[config.mk]
export PLATFORM = sky130hd
export DESIGN_NAME = inv_mode_ctrl
export DESIGN_NICKNAME = d
export VERILOG_FILES = /design/src/rtl/inv_mode_pkg.sv /design/src/rtl/key_hold.sv /design/src/rtl/led_blink.sv /design/src/rtl/mode_fsm.sv /design/src/rtl/inv_mode_ctrl.sv
export SDC_FILE = /design/constraint.sdc
export NUM_CORES = 1
export LEC_CHECK = 0
export BUFFER_PORTS_ARGS = -buffer_cell sky130_fd_sc_hd__buf_2
export CAP_MARGIN = 30
export CORE_ASPECT_RATIO = 0.75
export CORE_MARGIN = 2
export CORE_UTILIZATION = 55
export DETAILED_ROUTE_END_ITERATION = 8
export PLACE_DENSITY = 0.73
export RECOVER_POWER = 50
export SYNTH_ARGS = -nofsm -noshare
export SYNTH_HDL_FRONTEND = slang
export SYNTH_HIERARCHICAL = 1
export SYNTH_SLANG_ARGS = --single-unit
[constraint.sdc]
create_clock -name clk_i -period 2.85 [get_ports clk_i]
set_input_delay 0.1425 -clock clk_i [delete_from_list [all_inputs] [get_ports clk_i]]
set_output_delay 0.1425 -clock clk_i [all_outputs]
set_load 0.005 [all_outputs]
[src/rtl/inv_mode_pkg.sv]
package inv_mode_pkg;
  typedef enum logic [1:0] {
    M_POR   = 2'd0,
    M_STBY  = 2'd1,
    M_RUN   = 2'd2,
    M_FAULT = 2'd3
  } mode_e;
endpackage

[src/rtl/key_hold.sv]
module key_hold #(
  parameter int HOLD_TICKS = 1000
) (
  input  logic clk_i,
  input  logic rst_ni,
  input  logic tick_i,
  input  logic key_i,
  output logic long_o
);
  localparam int CW = $clog2(HOLD_TICKS + 2);
  localparam logic [CW-1:0] HOLD_C = CW'(HOLD_TICKS);
  localparam logic [CW-1:0] CAP_C  = CW'(HOLD_TICKS + 1);

  logic [CW-1:0] cnt_q;
  logic          long_q;

  always_ff @(posedge clk_i or negedge rst_ni) begin
    if (!rst_ni) begin
      cnt_q  <= '0;
      long_q <= 1'b0;
    end else begin
      long_q <= key_i && tick_i && (cnt_q == HOLD_C);
      if (!key_i)                        cnt_q <= '0;
      else if (tick_i && cnt_q != CAP_C) cnt_q <= cnt_q + 1'b1; // saturate: one event per press
    end
  end

  assign long_o = long_q;

  assert_long_once_R6: assert property (@(posedge clk_i) disable iff (!rst_ni)
    long_q |=> !long_q);
endmodule

[src/rtl/led_blink.sv]
module led_blink
  import inv_mode_pkg::*;
#(
  parameter int STBY_MS  = 1200,
  parameter int RUN_MS   = 2400,
  parameter int FLASH_MS = 100
) (
  input  logic  clk_i,
  input  logic  rst_ni,
  input  logic  tick_i,
  input  mode_e mode_i,
  output logic  led_o
);
  localparam int MAXP = (RUN_MS > STBY_MS) ? RUN_MS : STBY_MS;
  localparam int CW   = $clog2(MAXP + 1);
  localparam logic [CW-1:0] STBY_LAST = CW'(STBY_MS - 1);
  localparam logic [CW-1:0] RUN_LAST  = CW'(RUN_MS - 1);
  localparam logic [CW-1:0] FLASH_C   = CW'(FLASH_MS);

  logic [CW-1:0] cnt_q, cnt_nx, last;
  mode_e         prev_q;
  logic          led_q, led_nx;

  always_comb begin
    last = (mode_i == M_RUN) ? RUN_LAST : STBY_LAST;
    if (mode_i != prev_q)  cnt_nx = '0;
    else if (tick_i)       cnt_nx = (cnt_q >= last) ? '0 : cnt_q + 1'b1;
    else                   cnt_nx = cnt_q;
    unique case (mode_i)
      M_STBY, M_RUN: led_nx = (cnt_nx < FLASH_C);
      M_FAULT:       led_nx = 1'b1;
      default:       led_nx = 1'b0;
    endcase
  end

  always_ff @(posedge clk_i or negedge rst_ni) begin
    if (!rst_ni) begin
      cnt_q  <= '0;
      prev_q <= M_POR;
      led_q  <= 1'b0;
    end else begin
      cnt_q  <= cnt_nx;
      prev_q <= mode_i;
      led_q  <= led_nx;
    end
  end

  assign led_o = led_q;

  assert_fault_led_R7: assert property (@(posedge clk_i) disable iff (!rst_ni)
    ($past(rst_ni) && $past(mode_i) == M_FAULT) |-> led_o);
endmodule

[src/rtl/mode_fsm.sv]
module mode_fsm
  import inv_mode_pkg::*;
#(
  parameter int INIT_TICKS = 16
) (
  input  logic  clk_i,
  input  logic  rst_ni,
  input  logic  tick_i,
  input  logic  long_i,
  input  logic  cond_ok_i,
  input  logic  fault_i,
  input  logic  auto_en_i,
  input  logic  zc_i,
  output mode_e mode_o,
  output logic  arm_o,
  output logic  en_o,
  output logic  zref_o
);
  localparam int IW = $clog2(INIT_TICKS + 1);
  localparam logic [IW-1:0] INIT_LAST = IW'(INIT_TICKS - 1);

  mode_e         mode_q, mode_nx;
  logic          arm_q, arm_nx, zref_q, zref_nx;
  logic [IW-1:0] init_q, init_nx;

  always_comb begin
    mode_nx = mode_q;
    arm_nx  = arm_q;
    zref_nx = 1'b0;
    init_nx = init_q;
    unique case (mode_q)
      M_POR: if (tick_i) begin
        if (init_q == INIT_LAST) mode_nx = M_STBY;
        else                     init_nx = init_q + 1'b1;
      end
      M_STBY: begin
        if (arm_q) begin
          if (!cond_ok_i) arm_nx = 1'b0;
          else if (zc_i) begin
            mode_nx = M_RUN;
            arm_nx  = 1'b0;
            zref_nx = 1'b1;
          end
        end else if (cond_ok_i && (long_i || auto_en_i)) begin
          arm_nx = 1'b1;
        end
      end
      M_RUN:   if (long_i || (auto_en_i && !cond_ok_i)) mode_nx = M_STBY;
      default: if (long_i) mode_nx = M_STBY;
    endcase
    if (fault_i) begin
      mode_nx = M_FAULT;
      arm_nx  = 1'b0;
      zref_nx = 1'b0;
    end
  end

  always_ff @(posedge clk_i or negedge rst_ni) begin
    if (!rst_ni) begin
      mode_q <= M_POR;
      arm_q  <= 1'b0;
      zref_q <= 1'b0;
      init_q <= '0;
    end else begin
      mode_q <= mode_nx;
      arm_q  <= arm_nx;
      zref_q <= zref_nx;
      init_q <= init_nx;
    end
  end

  assign mode_o = mode_q;
  assign arm_o  = arm_q;
  assign en_o   = (mode_q == M_RUN);
  assign zref_o = zref_q;

  assert_fault_entry_R8: assert property (@(posedge clk_i) disable iff (!rst_ni)
    ($past(rst_ni) && $past(fault_i)) |-> (mode_q == M_FAULT && !arm_q));
  assert_en_at_zc_R10: assert property (@(posedge clk_i) disable iff (!rst_ni)
    $rose(en_o) |-> ($past(zc_i) && $past(arm_q)));
  assert_zref_run_R10: assert property (@(posedge clk_i) disable iff (!rst_ni)
    zref_q |-> (en_o && $past(!en_o)));
endmodule

[src/rtl/inv_mode_ctrl.sv]
module inv_mode_ctrl
  import inv_mode_pkg::*;
#(
  parameter int INIT_TICKS = 16,
  parameter int HOLD_TICKS = 1000,
  parameter int STBY_MS    = 1200,
  parameter int RUN_MS     = 2400,
  parameter int FLASH_MS   = 100
) (
  input  logic       clk_i,
  input  logic       rst_ni,
  input  logic       tick_i,
  input  logic       key_i,
  input  logic       cond_ok_i,
  input  logic       fault_i,
  input  logic       auto_en_i,
  input  logic       zc_i,
  output logic       pwr_en_o,
  output logic       led_o,
  output logic [1:0] mode_o,
  output logic       start_wait_o,
  output logic       zref_o
);
  logic  long_ev;
  mode_e mode;

  key_hold #(.HOLD_TICKS(HOLD_TICKS)) u_key (
    .clk_i, .rst_ni, .tick_i, .key_i, .long_o(long_ev)
  );

  mode_fsm #(.INIT_TICKS(INIT_TICKS)) u_fsm (
    .clk_i, .rst_ni, .tick_i, .long_i(long_ev), .cond_ok_i, .fault_i,
    .auto_en_i, .zc_i, .mode_o(mode), .arm_o(start_wait_o),
    .en_o(pwr_en_o), .zref_o
  );

  led_blink #(.STBY_MS(STBY_MS), .RUN_MS(RUN_MS), .FLASH_MS(FLASH_MS)) u_led (
    .clk_i, .rst_ni, .tick_i, .mode_i(mode), .led_o
  );

  assign mode_o = mode;
endmodule

== Yosys cells after proc, flatten, opt, wreduce, memory -nomap -nowiden ==
Index checks and enable logic that the tools add are counted.

* Bits in registers: 35
* Bits of input ports: 8
* Output and inout bits: 6
* Word-level logic and storage cells: 70

* Add/sub/neg operators: 3
* Order comparisons: 2
* Equal/unequal tests: 14
* Mux-type cells: 27
* Bitwise gates (word level): 1
* Reduce and logical (&&, ||, !) cells: 14

{| class="wikitable"
|+ Operators with widths
! kind !! count
|-
| 12-bit 2-to-1 mux || 4
|-
| 10-bit 2-to-1 mux || 2
|-
| 2-bit 2-to-1 mux || 8
|-
| 12-bit by 1-bit adder with 12-bit output, second input constant || 1
|-
| 12-bit >= comparator || 1
|-
| 12-bit by 7-bit less-than comparator with 1-bit output, second input constant || 1
|-
| 1-bit 2-to-1 mux || 11
|-
| 10-bit by 1-bit adder with 10-bit output, second input constant || 1
|-
| 10-bit == test, second input constant || 1
|-
| 10-bit != test, second input constant || 1
|-
| 3-bit by 2-bit != test with 1-bit output, second input constant || 3
|-
| 3-bit != test, second input constant || 3
|-
| 7-bit AND reduction || 1
|-
| 2-bit case mux with 3 select lines || 1
|-
| 5-bit by 1-bit adder with 5-bit output, second input constant || 1
|-
| 5-bit by 4-bit == test with 1-bit output, second input constant || 1
|-
| 1-bit logical AND || 5
|-
| 5-bit nonzero test || 1
|-
| 2-bit == test, second input constant || 2
|-
| 3-bit AND reduction || 1
|-
| 2-bit by 1-bit == test with 1-bit output, second input constant || 1
|-
| 2-bit logical NOT || 1
|-
| 1-bit logical OR || 2
|-
| 2-bit by 1-bit != test with 1-bit output, second input constant || 1
|-
| other kinds (6) || 6
|}

== Longest topological paths before layout ==
Gate-level depths: netlist of the first run.

* Depth in word-level cells: 8
* Depth in mapped cells: 11
* Mapped depth without buffers: 10

== By module ==
Netlist of the first run, hierarchy kept.

{| class="wikitable"
|+ Modules (own cells, without submodules)
! module !! instances !! cells each !! area an instance (µm²) !! seq. area each (µm²)
|-
| led_blink || 1 || 120 || 1074.8 || 375.4
|-
| key_hold || 1 || 61 || 611.8 || 275.3
|-
| mode_fsm || 1 || 52 || 528.0 || 225.2
|}

== Least setup slack after synthesis of the first run ==
OpenSTA, ideal clock, no wires.

* Path kind: flip-flop to flip-flop
* From: register u_fsm.mode_q[0] (netlist: u_fsm/mode_o[0])
* To: register u_led.led_q (netlist: u_led/led_o)
* Setup time: 0.126 ns
* Arrival time: 2.140 ns
* Required time: 2.724 ns
* Slack: 0.584 ns
* Stages on the path, launching flop included: 10
* Buffers on the path: 0
* Period minus slack after synthesis: 2.266 ns
* Path through: dfrtp_1 inv_1 ha_1 inv_1 ha_1 nor4b_1 a311oi_1 o21a_1 o21bai_1 a221o_1

* Longest elaborated chain between the ends: 8
* Elaborated cells between the ends (all ways): 12
* Those cells by class: order compare (2); eq/ne (4); mux (5); reduce/logical (1)

{| class="wikitable"
|+ Ends and longest elaborated chain
! what !! line !! RTL
|-
| from (decl) || mode_fsm.sv:22 || <nowiki>mode_e mode_q, mode_nx;</nowiki>
|-
| from (signal assigned) || mode_fsm.sv:65 || <nowiki>mode_q <= mode_nx;</nowiki>
|-
| 2-bit == test || led_blink.sv:25, led_blink.sv:29 ||
|-
| 12-bit 2-to-1 mux || led_blink.sv:25 || <nowiki>last = (mode_i == M_RUN) ? RUN_LAST : STBY_LAST;</nowiki>
|-
| 12-bit >= comparator || led_blink.sv:27 || <nowiki>else if (tick_i) cnt_nx = (cnt_q >= last) ? '0 : cnt_q + 1'b1;</nowiki>
|-
| 12-bit 2-to-1 mux (2 in series) || led_blink.sv:27 ||
|-
| 12-bit 2-to-1 mux || led_blink.sv:26 || <nowiki>if (mode_i != prev_q) cnt_nx = '0;</nowiki>
|-
| 12-bit by 7-bit less-than comparator with 1-bit output || led_blink.sv:30 || <nowiki>M_STBY, M_RUN: led_nx = (cnt_nx < FLASH_C);</nowiki>
|-
| 1-bit case mux with 2 select lines (*) || led_blink.sv:29 || <nowiki>unique case (mode_i)</nowiki>
|-
| net u_led.led_nx || led_blink.sv:22 || <nowiki>logic led_q, led_nx;</nowiki>
|-
| to (signal assigned) || led_blink.sv:44 || <nowiki>led_q <= led_nx;</nowiki>
|-
| to (decl) || led_blink.sv:22 ||
|}

The timed path passes the listed nets; every way through them passes the cells marked *.
A chain may end at the register's enable or synchronous reset.

== Final worst setup path of the first run ==
* From: register u_fsm.mode_q[0] (netlist: u_fsm/mode_o[0])
* To: register u_led.cnt_q[5]

* Longest elaborated chain between the ends: 6
* Elaborated cells between the ends (all ways): 7
* Those cells by class: order compare (1); eq/ne (2); mux (4)

{| class="wikitable"
|+ Ends and longest elaborated chain
! what !! line !! RTL
|-
| 2-bit == test || led_blink.sv:25 ||
|-
| 12-bit 2-to-1 mux || led_blink.sv:25 ||
|-
| 12-bit >= comparator || led_blink.sv:27 ||
|-
| 12-bit 2-to-1 mux (2 in series) || led_blink.sv:27 ||
|-
| 12-bit 2-to-1 mux (*) || led_blink.sv:26 ||
|-
| net u_led.cnt_nx[5] || led_blink.sv:20 || <nowiki>logic [CW-1:0] cnt_q, cnt_nx, last;</nowiki>
|-
| to (signal assigned) || led_blink.sv:42 || <nowiki>cnt_q <= cnt_nx;</nowiki>
|-
| to (decl) || led_blink.sv:20 ||
|}

Marked as above.

==> impl_results.md, run 1 <==
- Crit. End Element: register
- Htree depth: 2
- Worst vdd ir: 294 uV
- Initial Utilization: 59.0%
- Worst Max-Slew Pin Slew: 1.86 ns
- # IOs: 14
- R2r setup slk: 0.30 ns
- Hold path depth: 2
- First-pass GRT wire length: 7.38 mm
- Max incr delay on CP: 0.38 ns
- Die H: 59.0 um
- Commonest non-fill, non-tap cells in the layout: dfrtp_1, nand2_1, nor2_1, ha_1, inv_1
- Multiplexer share of the synthesized area: 1.86%
- Synth Area in Compound Gates: 12.4%
- Antenna violations before repair: 0
- Static leakage: 1.07 nW
- Worst r2r src: u_fsm/mode_o[0]
- Clk sinks: 35
- Post-CTS sizing: 0
- Drt first-iter violations: 86
- Clk_skew: 0.00679 ns
- Hold Buf Count CTS: 1
- Critical path class: register to register
- Share of async-settable or async-resettable flops after synthesis: 100%
- Die W: 77.3 um
- RSZ-0062 raised after global routing: false
- Clock slew at reported path FFs: 0.07 ns
- WHS Endpoint: u_fsm/arm_o
- WP data arrival: 2.72 ns
- Unique cell type count in the Yosys netlist: 50
- Worst reg2reg path depth: 10
- XOR/XNOR Fraction of Synth Area: 7.51%
- Num CTS Buffers: 5
- Worst Path Max Fanout: 8
- # port buffers: 13
- Critical Path, Cell by Cell: inv_1, ha_1, inv_1, ha_1, nor4b_1, a311oi_1, o21a_1, o21bai_1, buf_4, nor2_1
- Drt via density: 5.67
- Vias in the first global route: 1623
- Router iterations before antenna repair: 4
- Worst R2R End: u_led/cnt_q[5]
- Post-Synth Adder-Cell Area: 9.60%
- CTS tree: yes
- Simple logic cell fraction of the synthesized area: 24.7%
- Die ar.: 0.00456 mm2
- Maxcap violations: 1
- Buf/Inv on CP: 3
- Final-report max-slew violation count: 36
- Max Buffers Root-to-Sink: 2
- Pin count of the biggest net entering global routing: 36
- Final #Nets: 275
- CTS Root Cell: clkbuf_8
- Final Hold Viols: 0
- Fillers: 310
- GR Util All Layers: 20.9%
- Syn nets: 258
- Setup_tns: 0 ns
- Grt ovf: 0
- Final Cycle Share: 89.3%
- Fraction of layout cells with a size suffix above 1: 12.0%
- Row count: 19
- Hpwl dp: 3.06 mm
- Max Freq: 393 MHz
- Worst skew pair latency: 0.29 ns
- Synth Cell Area: 0.00221 mm2
- Core Box Area: 0.00376 mm2
- Number of enable flip-flop cells after synthesis: 0
- Setup violations, final: 0
- Postcts setup bufs: 0
- Yosys reg bits: 35
- Register area share after synthesis: 39.5%
- Layout area overhead: 9.89%
- Crit-path slowest cell: dfrtp_1
- Outcome: finished with violations
- Worst hold start: fault_i
- Max_slew headroom: -24.2%
- Final WL: 4.19 mm
- Main combinational cell family by area after synthesis: simple AND/OR/NAND/NOR gates
- Utilization after layout: 64.8%
- Ys Warns: 6
- Worst Hold Class: primary input to register
- Area of the multi-input gates: 0.00124 mm2
- Antenna violation net count after detailed routing: 0
- Mapped Avg Cell Area: 9.50 um2
- Fin crit period: 2.55 ns
- Vias: 1719
- Top_reg_cell synth: dfrtp_1
- Violated checks: capacitance limit, slew limit
- Ant. Diodes: 0
- Commonest non-fill, non-tap cell in the layout: dfrtp_1
- Cell family with most CP delay: compound AO/OA/AOI/OAI gates
- CP Data Required Time: 3.03 ns
- Synth Instances: 233
- Post-route DRC: 0
- Register Area: 876 um2
- Routed wire per std cell: 13.8 um
- Critical Path Source Type: register
- GPL Wtd Cong: 0.829
- Pwr dens: 493 mW/mm2
==> worst max path at each step <==
stage	end	cells after the start	start
global route	u_led/cnt_q[2]	10	u_fsm/mode_o[0]
global placement	u_led/led_o	9	u_fsm/mode_o[0]
finish	u_led/cnt_q[5]	10	u_fsm/mode_o[0]
CTS	u_led/cnt_q[5]	10	u_fsm/mode_o[0]
floorplan	u_led/led_o	9	u_fsm/mode_o[0]
detailed placement	u_led/cnt_q[5]	10	u_fsm/mode_o[0]
==> state kept, by name, indices dropped and copies added (netlist names) <==
register / flops
u_fsm/arm_o: 1
u_fsm/init_q: 5
u_fsm/mode_o: 2
u_fsm/zref_o: 1
u_key/cnt_q: 10
u_key/long_o: 1
u_led/cnt_q: 12
u_led/led_o: 1
u_led/prev_q: 2
==> per-layer routing <==
metal	up-vias	GRT usage (%)	routed length, um
li1	862	-	-
met1	797	28.7	2130
met5	-	0	0
met3	14	4.45	186
met4	0	10.2	99
met2	46	32.0	1780
==> layout make-up <==
| cell class | instances | share of cell area (%) |
|---|---|---|
| Clock inverter | 1 | 0.308 |
| Sequential cell | 35 | 36.0 |
| Clock buffer | 7 | 3.96 |
| Tap cell | 52 | 2.67 |
| Multi-Input combinational cell | 176 | 51.0 |
| Timing Repair Buffer | 18 | 3.91 |
| Inverter | 14 | 2.16 |
==> through the flow <==
stage / std cells / power, mW / worst slack [ns] / hold WS, ns / instance area [um2]
floorplan: 233 / 0.743 / 0.584 / -0.153 / 2210
global placement: 294 / 0.815 / 0.508 / 0.264 / 2330
detailed placement: 294 / 0.815 / 0.399 / 0.268 / 2330
CTS: 303 / 1.22 / 0.370 / 0.0986 / 2440
global route: 303 / 1.28 / 0.203 / 0.123 / 2430
finish: 303 / 1.20 / 0.304 / 0.106 / 2430
==> synth_stat cells (4+ instances only) <==
cell      number  area (um2)
xnor2_1       13         114
nand4_1        8        50.1
a21oi_1        9        45.0
a311oi_1       4        35.0
xor2_1         6        52.6
ha_1          17         213
nor2_1        20        75.1
inv_1         14        52.6
buf_2          5        25.0
dfrtp_1       35         876
o21ai_0        6        30.0
nor3_1         6        30.0
nand3_1        9        45.0
nand2_1       25        93.8
==> cell families after synthesis <==
kind of cell / after synthesis
simple gates: 97
compound gates: 39
flops: 35
buf+inv: 22
xor+xnor: 19
fa+ha+maj: 17
mux: 4
==> where the power goes <==
part,internal [mW],leakage [nW],switching (mW)
clock,0.220,0.0505,0.176
sequential,0.534,0.459,0.0477
combinational,0.0910,0.565,0.131
total,0.845,1.07,0.355
Note: power is estimated with default switching activity, not from simulation.
==> inputs of run 2 (changes only) <==
--- a/config.mk
+++ b/config.mk
@@ -5,6 +5,7 @@
 export SDC_FILE = /design/constraint.sdc
 export NUM_CORES = 1
 export LEC_CHECK = 0
+export ABC_AREA = 0
 export BUFFER_PORTS_ARGS = -buffer_cell sky130_fd_sc_hd__buf_2
 export CAP_MARGIN = 30
 export CORE_ASPECT_RATIO = 0.75
@@ -15,5 +16,4 @@
 export RECOVER_POWER = 50
 export SYNTH_ARGS = -nofsm -noshare
 export SYNTH_HDL_FRONTEND = slang
-export SYNTH_HIERARCHICAL = 1
 export SYNTH_SLANG_ARGS = --single-unit
==> run 2 against run 1 <==
Against the previous run:
- sequential share of layout area up 1.1 points
- the flow still finishes with violations (capacitance limit, slew limit)
- design area fell by 2.9%
- hold slack worse by 0.076 ns
- count of clock-buffer cells in the layout decreased by 1
==> impl_results.md, run 2 <==
- Outcome: finished with violations (unchanged)
- Violated checks: capacitance limit, slew limit (unchanged)
- Main combinational cell family by area after synthesis: simple AND/OR/NAND/NOR gates (unchanged)
- Number of flip-flops in the largest register: 12 (unchanged)
- Vias: 1628 (was 1719)
- Die W: 76.1 um (was 77.3 um)
- Initial Utilization: 57.9% (was 59.0%)
- Ys Warns: 0 (was 6)
- Multiplexer share of the synthesized area: 1.46% (was 1.86%)
- Grt ovf: 0 (unchanged)
- Vias in the first global route: 1628 (was 1623)
- Max Freq: 374 MHz (was 393 MHz)
- Htree depth: 2 (unchanged)
- Register area share after synthesis: 40.8% (was 39.5%)
- Yosys reg bits: 35 (unchanged)
- Commonest non-fill, non-tap cells in the layout: dfrtp_1, nor2_1, nand2_1, xnor2_1, ha_1 (was dfrtp_1, nand2_1, nor2_1, ha_1, inv_1)
- Routed wire per std cell: 13.5 um (was 13.8 um)
- Row count: 19 (unchanged)
- Switching share of power: 34.1% (was 29.6%)
- Num CTS Buffers: 5 (unchanged)
- Switch Pwr: 0.530 mW (was 0.355 mW)
- Top_reg_cell synth: dfrtp_1 (unchanged)
- Combinational power share: 30.0% (was 18.5%)
- Yosys top cell area share: 40.8% (was 39.5%)
- Commonest non-fill, non-tap cell in the layout: dfrtp_1 (unchanged)
- Share of async-settable or async-resettable flops after synthesis: 100% (unchanged)
- Top reg by flops: u_led.cnt_q (was u_led/cnt_q)
- Hold path depth: 2 (unchanged)
- WP data arrival: 2.85 ns (was 2.72 ns)
- Mapped Avg Cell Area: 9.37 um2 (was 9.50 um2)
- CP Data Required Time: 3.02 ns (was 3.03 ns)
- Post-Synth Adder-Cell Area: 8.75% (was 9.60%)
- Worst Max-Slew Pin Slew: 1.87 ns (was 1.86 ns)
- # port buffers: 13 (unchanged)
- Fraction of layout cells with a size suffix above 1: 11.9% (was 12.0%)
- Hold slack: 0.0299 ns (was 0.106 ns)
- Postcts setup bufs: 0 (unchanged)
- Worst r2r src: u_fsm.mode_o[0] (was u_fsm/mode_o[0])
- Clk_skew: 0.00453 ns (was 0.00679 ns)
- Unique cell type count in the Yosys netlist: 45 (was 50)
- Ant. Diodes: 0 (unchanged)
- WHS Endpoint: u_fsm.zref_o (was u_fsm/arm_o)
- Pin count of the biggest net entering global routing: 36 (unchanged)
- Worst R2R End: u_led.led_o (was u_led/cnt_q[5])
- GPL Wtd Cong: 0.764 (was 0.829)
- Crit. End Element: register (unchanged)
- Drt first-iter violations: 84 (was 86)
- Die H: 58.1 um (was 59.0 um)
- Worst Hold Class: primary input to register (unchanged)
- Max_slew headroom: -24.8% (was -24.2%)
- Worst reg2reg path depth: 9 (was 10)
- Router iterations before antenna repair: 4 (unchanged)
- RSZ-0062 raised after global routing: false (unchanged)
- Core Box Area: 0.00371 mm2 (was 0.00376 mm2)
- Most frequent cell after synthesis: dfrtp_1 (unchanged)
- Simple logic cell fraction of the synthesized area: 24.8% (was 24.7%)
- XOR/XNOR Fraction of Synth Area: 10.2% (was 7.51%)
- Top post-synthesis cells by area: dfrtp_1, ha_1, xnor2_1, nor2_1, nand2_1 (was dfrtp_1, ha_1, xnor2_1, nand2_1, nor2_1)
- Final instance area: 0.00236 mm2 (was 0.00243 mm2)
- Setup_tns: 0 ns (unchanged)
- Synth Area in Compound Gates: 10.0% (was 12.4%)
- Max Buffers Root-to-Sink: 2 (unchanged)
- Number of enable flip-flop cells after synthesis: 0 (unchanged)
- Maxcap violations: 1 (unchanged)
- Setup violations, final: 0 (unchanged)
- Static leakage: 1.06 nW (was 1.07 nW)
- Largest registers: u_led.cnt_q (12), u_key.cnt_q (10), u_fsm.init_q (5) (was u_led/cnt_q (12), u_key/cnt_q (10), u_fsm/init_q (5))
- Clock power share: 29.8% (was 33.0%)
- Cell family with most CP delay: compound AO/OA/AOI/OAI gates (unchanged)
- CTS Root Cell: clkbuf_8 (unchanged)
- Pwr dens: 659 mW/mm2 (was 493 mW/mm2)
- Synth cell count leaders: dfrtp_1, nor2_1, nand2_1 (was dfrtp_1, nand2_1, nor2_1)
- Worst hold start: fault_i (unchanged)
- Utilization after layout: 63.7% (was 64.8%)
- GR Util All Layers: 20.2% (was 20.9%)
- Clock slew at reported path FFs: 0.07 ns (about the same)
- Final Cycle Share: 93.9% (was 89.3%)
- Final Hold Viols: 0 (unchanged)
- Synth Cell Area: 0.00215 mm2 (was 0.00221 mm2)
- Buf/Inv on CP: 2 (was 3)
- Final #Nets: 265 (was 275)
- Die ar.: 0.00442 mm2 (was 0.00456 mm2)
- Antenna violations before repair: 0 (unchanged)
- Worst skew pair latency: 0.29 ns (about the same)
- Critical Path Source Type: register (unchanged)
- Final WL: 3.98 mm (was 4.19 mm)
- Hpwl dp: 2.79 mm (was 3.06 mm)
- Worst vdd ir: 341 uV (was 294 uV)
- Area leader, netlist: dfrtp_1 (unchanged)
- Crit-path slowest cell: dfrtp_1 (unchanged)
- Syn nets: 252 (was 258)
- Synth Instances: 229 (was 233)
- Worst Path Max Fanout: 7 (was 8)
- Critical Path, Cell by Cell: inv_1, ha_1, inv_1, ha_1, nor4b_1, a311oi_2, o21ai_1, a21o_1, o31a_1 (was inv_1, ha_1, inv_1, ha_1, nor4b_1, a311oi_1, o21a_1, o21bai_1, buf_4, nor2_1)
- First-pass GRT wire length: 7.05 mm (was 7.38 mm)
- Fin crit period: 2.68 ns (was 2.55 ns)
- Fillers: 323 (was 310)
- Layout area overhead: 10.1% (was 9.89%)
- Part of the power in registers: 40.2% (was 48.5%)
- Clk sinks: 35 (unchanged)
- CTS tree: yes (unchanged)
- Final-report max-slew violation count: 36 (unchanged)
- R2r setup slk: 0.17 ns (was 0.30 ns)
- Max incr delay on CP: 0.47 ns (was 0.38 ns)
- # IOs: 14 (unchanged)
- Critical path class: register to register (unchanged)
- Drt via density: 5.52 (was 5.67)
- Int Pwr: 1.03 mW (was 0.845 mW)
- Dpl cell area: 0.00224 mm2 (was 0.00233 mm2)
- Post-route DRC: 0 (unchanged)
- Antenna violation net count after detailed routing: 0 (unchanged)
==> run 2: changes by cell type after synthesis, moves of 3 or more <==
cell      change
a211oi_1      -3
o211ai_1      +3
nor3_1        -5
nor2_1        +6
a311oi_1      -3
and2_1        +8
inv_1         -4
xnor2_1       +4
==> run 2: how the worst max path moves through the flow <==
stage / from / to / depth (start not counted)
global route: u_fsm.mode_o[0] / u_led.led_o / 9
detailed placement: u_fsm.mode_o[0] / u_led.led_o / 9
global placement: u_fsm.mode_o[0] / u_led.led_o / 9
floorplan: u_fsm.mode_o[0] / u_led.led_o / 9
CTS: u_fsm.mode_o[0] / u_led.cnt_q[10] / 10
finish: u_fsm.mode_o[0] / u_led.led_o / 9
==> run 2: power groups by stage <==
stage	registers [mW]	logic, mW	clock network [mW]
4_1_cts	0.624	0.471	0.475
5_1_grt	0.637	0.531	0.491
6_report	0.625	0.467	0.464
2_1_floorplan	0.612	0.341	0
3_5_place_dp	0.633	0.462	0
3_3_place_gp	0.629	0.459	0
==> run 2: what timing repair did <==
action	in CTS	in global routing
hold buffers	1	0
gates resized for setup	0	0
endpoints found under the setup margin	0	0
endpoints found under the hold margin	35	0
==> run 2: worst register-to-register path, cell delays in order, from the launching register on <==
cell and delay [ns]:
dfrtp_1 0.47, inv_1 0.16, ha_1 0.29, inv_1 0.17, ha_1 0.37, nor4b_1 0.16, a311oi_2 0.35, o21ai_1 0.12
a21o_1 0.20, o31a_1 0.27
==> run 2: cell type report <==
type / count / area [um2] / area share [%]
Clock buffer: 6 / 82.6 / 3.50
Clock inverter: 2 / 35.0 / 1.48
Inverter: 10 / 37.5 / 1.59
Multi-Input combinational cell: 175 / 1180 / 50.2
Sequential cell: 35 / 876 / 37.1
Tap cell: 52 / 65.1 / 2.75
Timing Repair Buffer: 15 / 81.3 / 3.44
==> run 2: routing by layer <==
| metal | global-route usage (%) | vias to the layer above | wire length [um] |
|---|---|---|---|
| li1 | - | 815 | - |
| met5 | 0 | - | 0 |
| met1 | 27.6 | 779 | 2060 |
| met2 | 32.0 | 29 | 1750 |
| met3 | 3.89 | 5 | 123 |
| met4 | 8.57 | 0 | 43 |
==> run 2: metrics by stage <==
step                cells  total power, mW  worst slack, ns
finish                295             1.56            0.173
global route          295             1.66           0.0442
CTS                   295             1.57            0.186
detailed placement    286             1.10            0.235
global placement      286             1.09            0.380
floorplan             229            0.953            0.484
==> run 2: cells by family after synthesis <==
family                     after synthesis
and+or+nand+nor                        100
DFF                                     35
AOI/OAI and AO/OA                       32
xor gates and xnor gates                25
buffers and inverters                   19
adders and majority gates               15
muxes                                    3
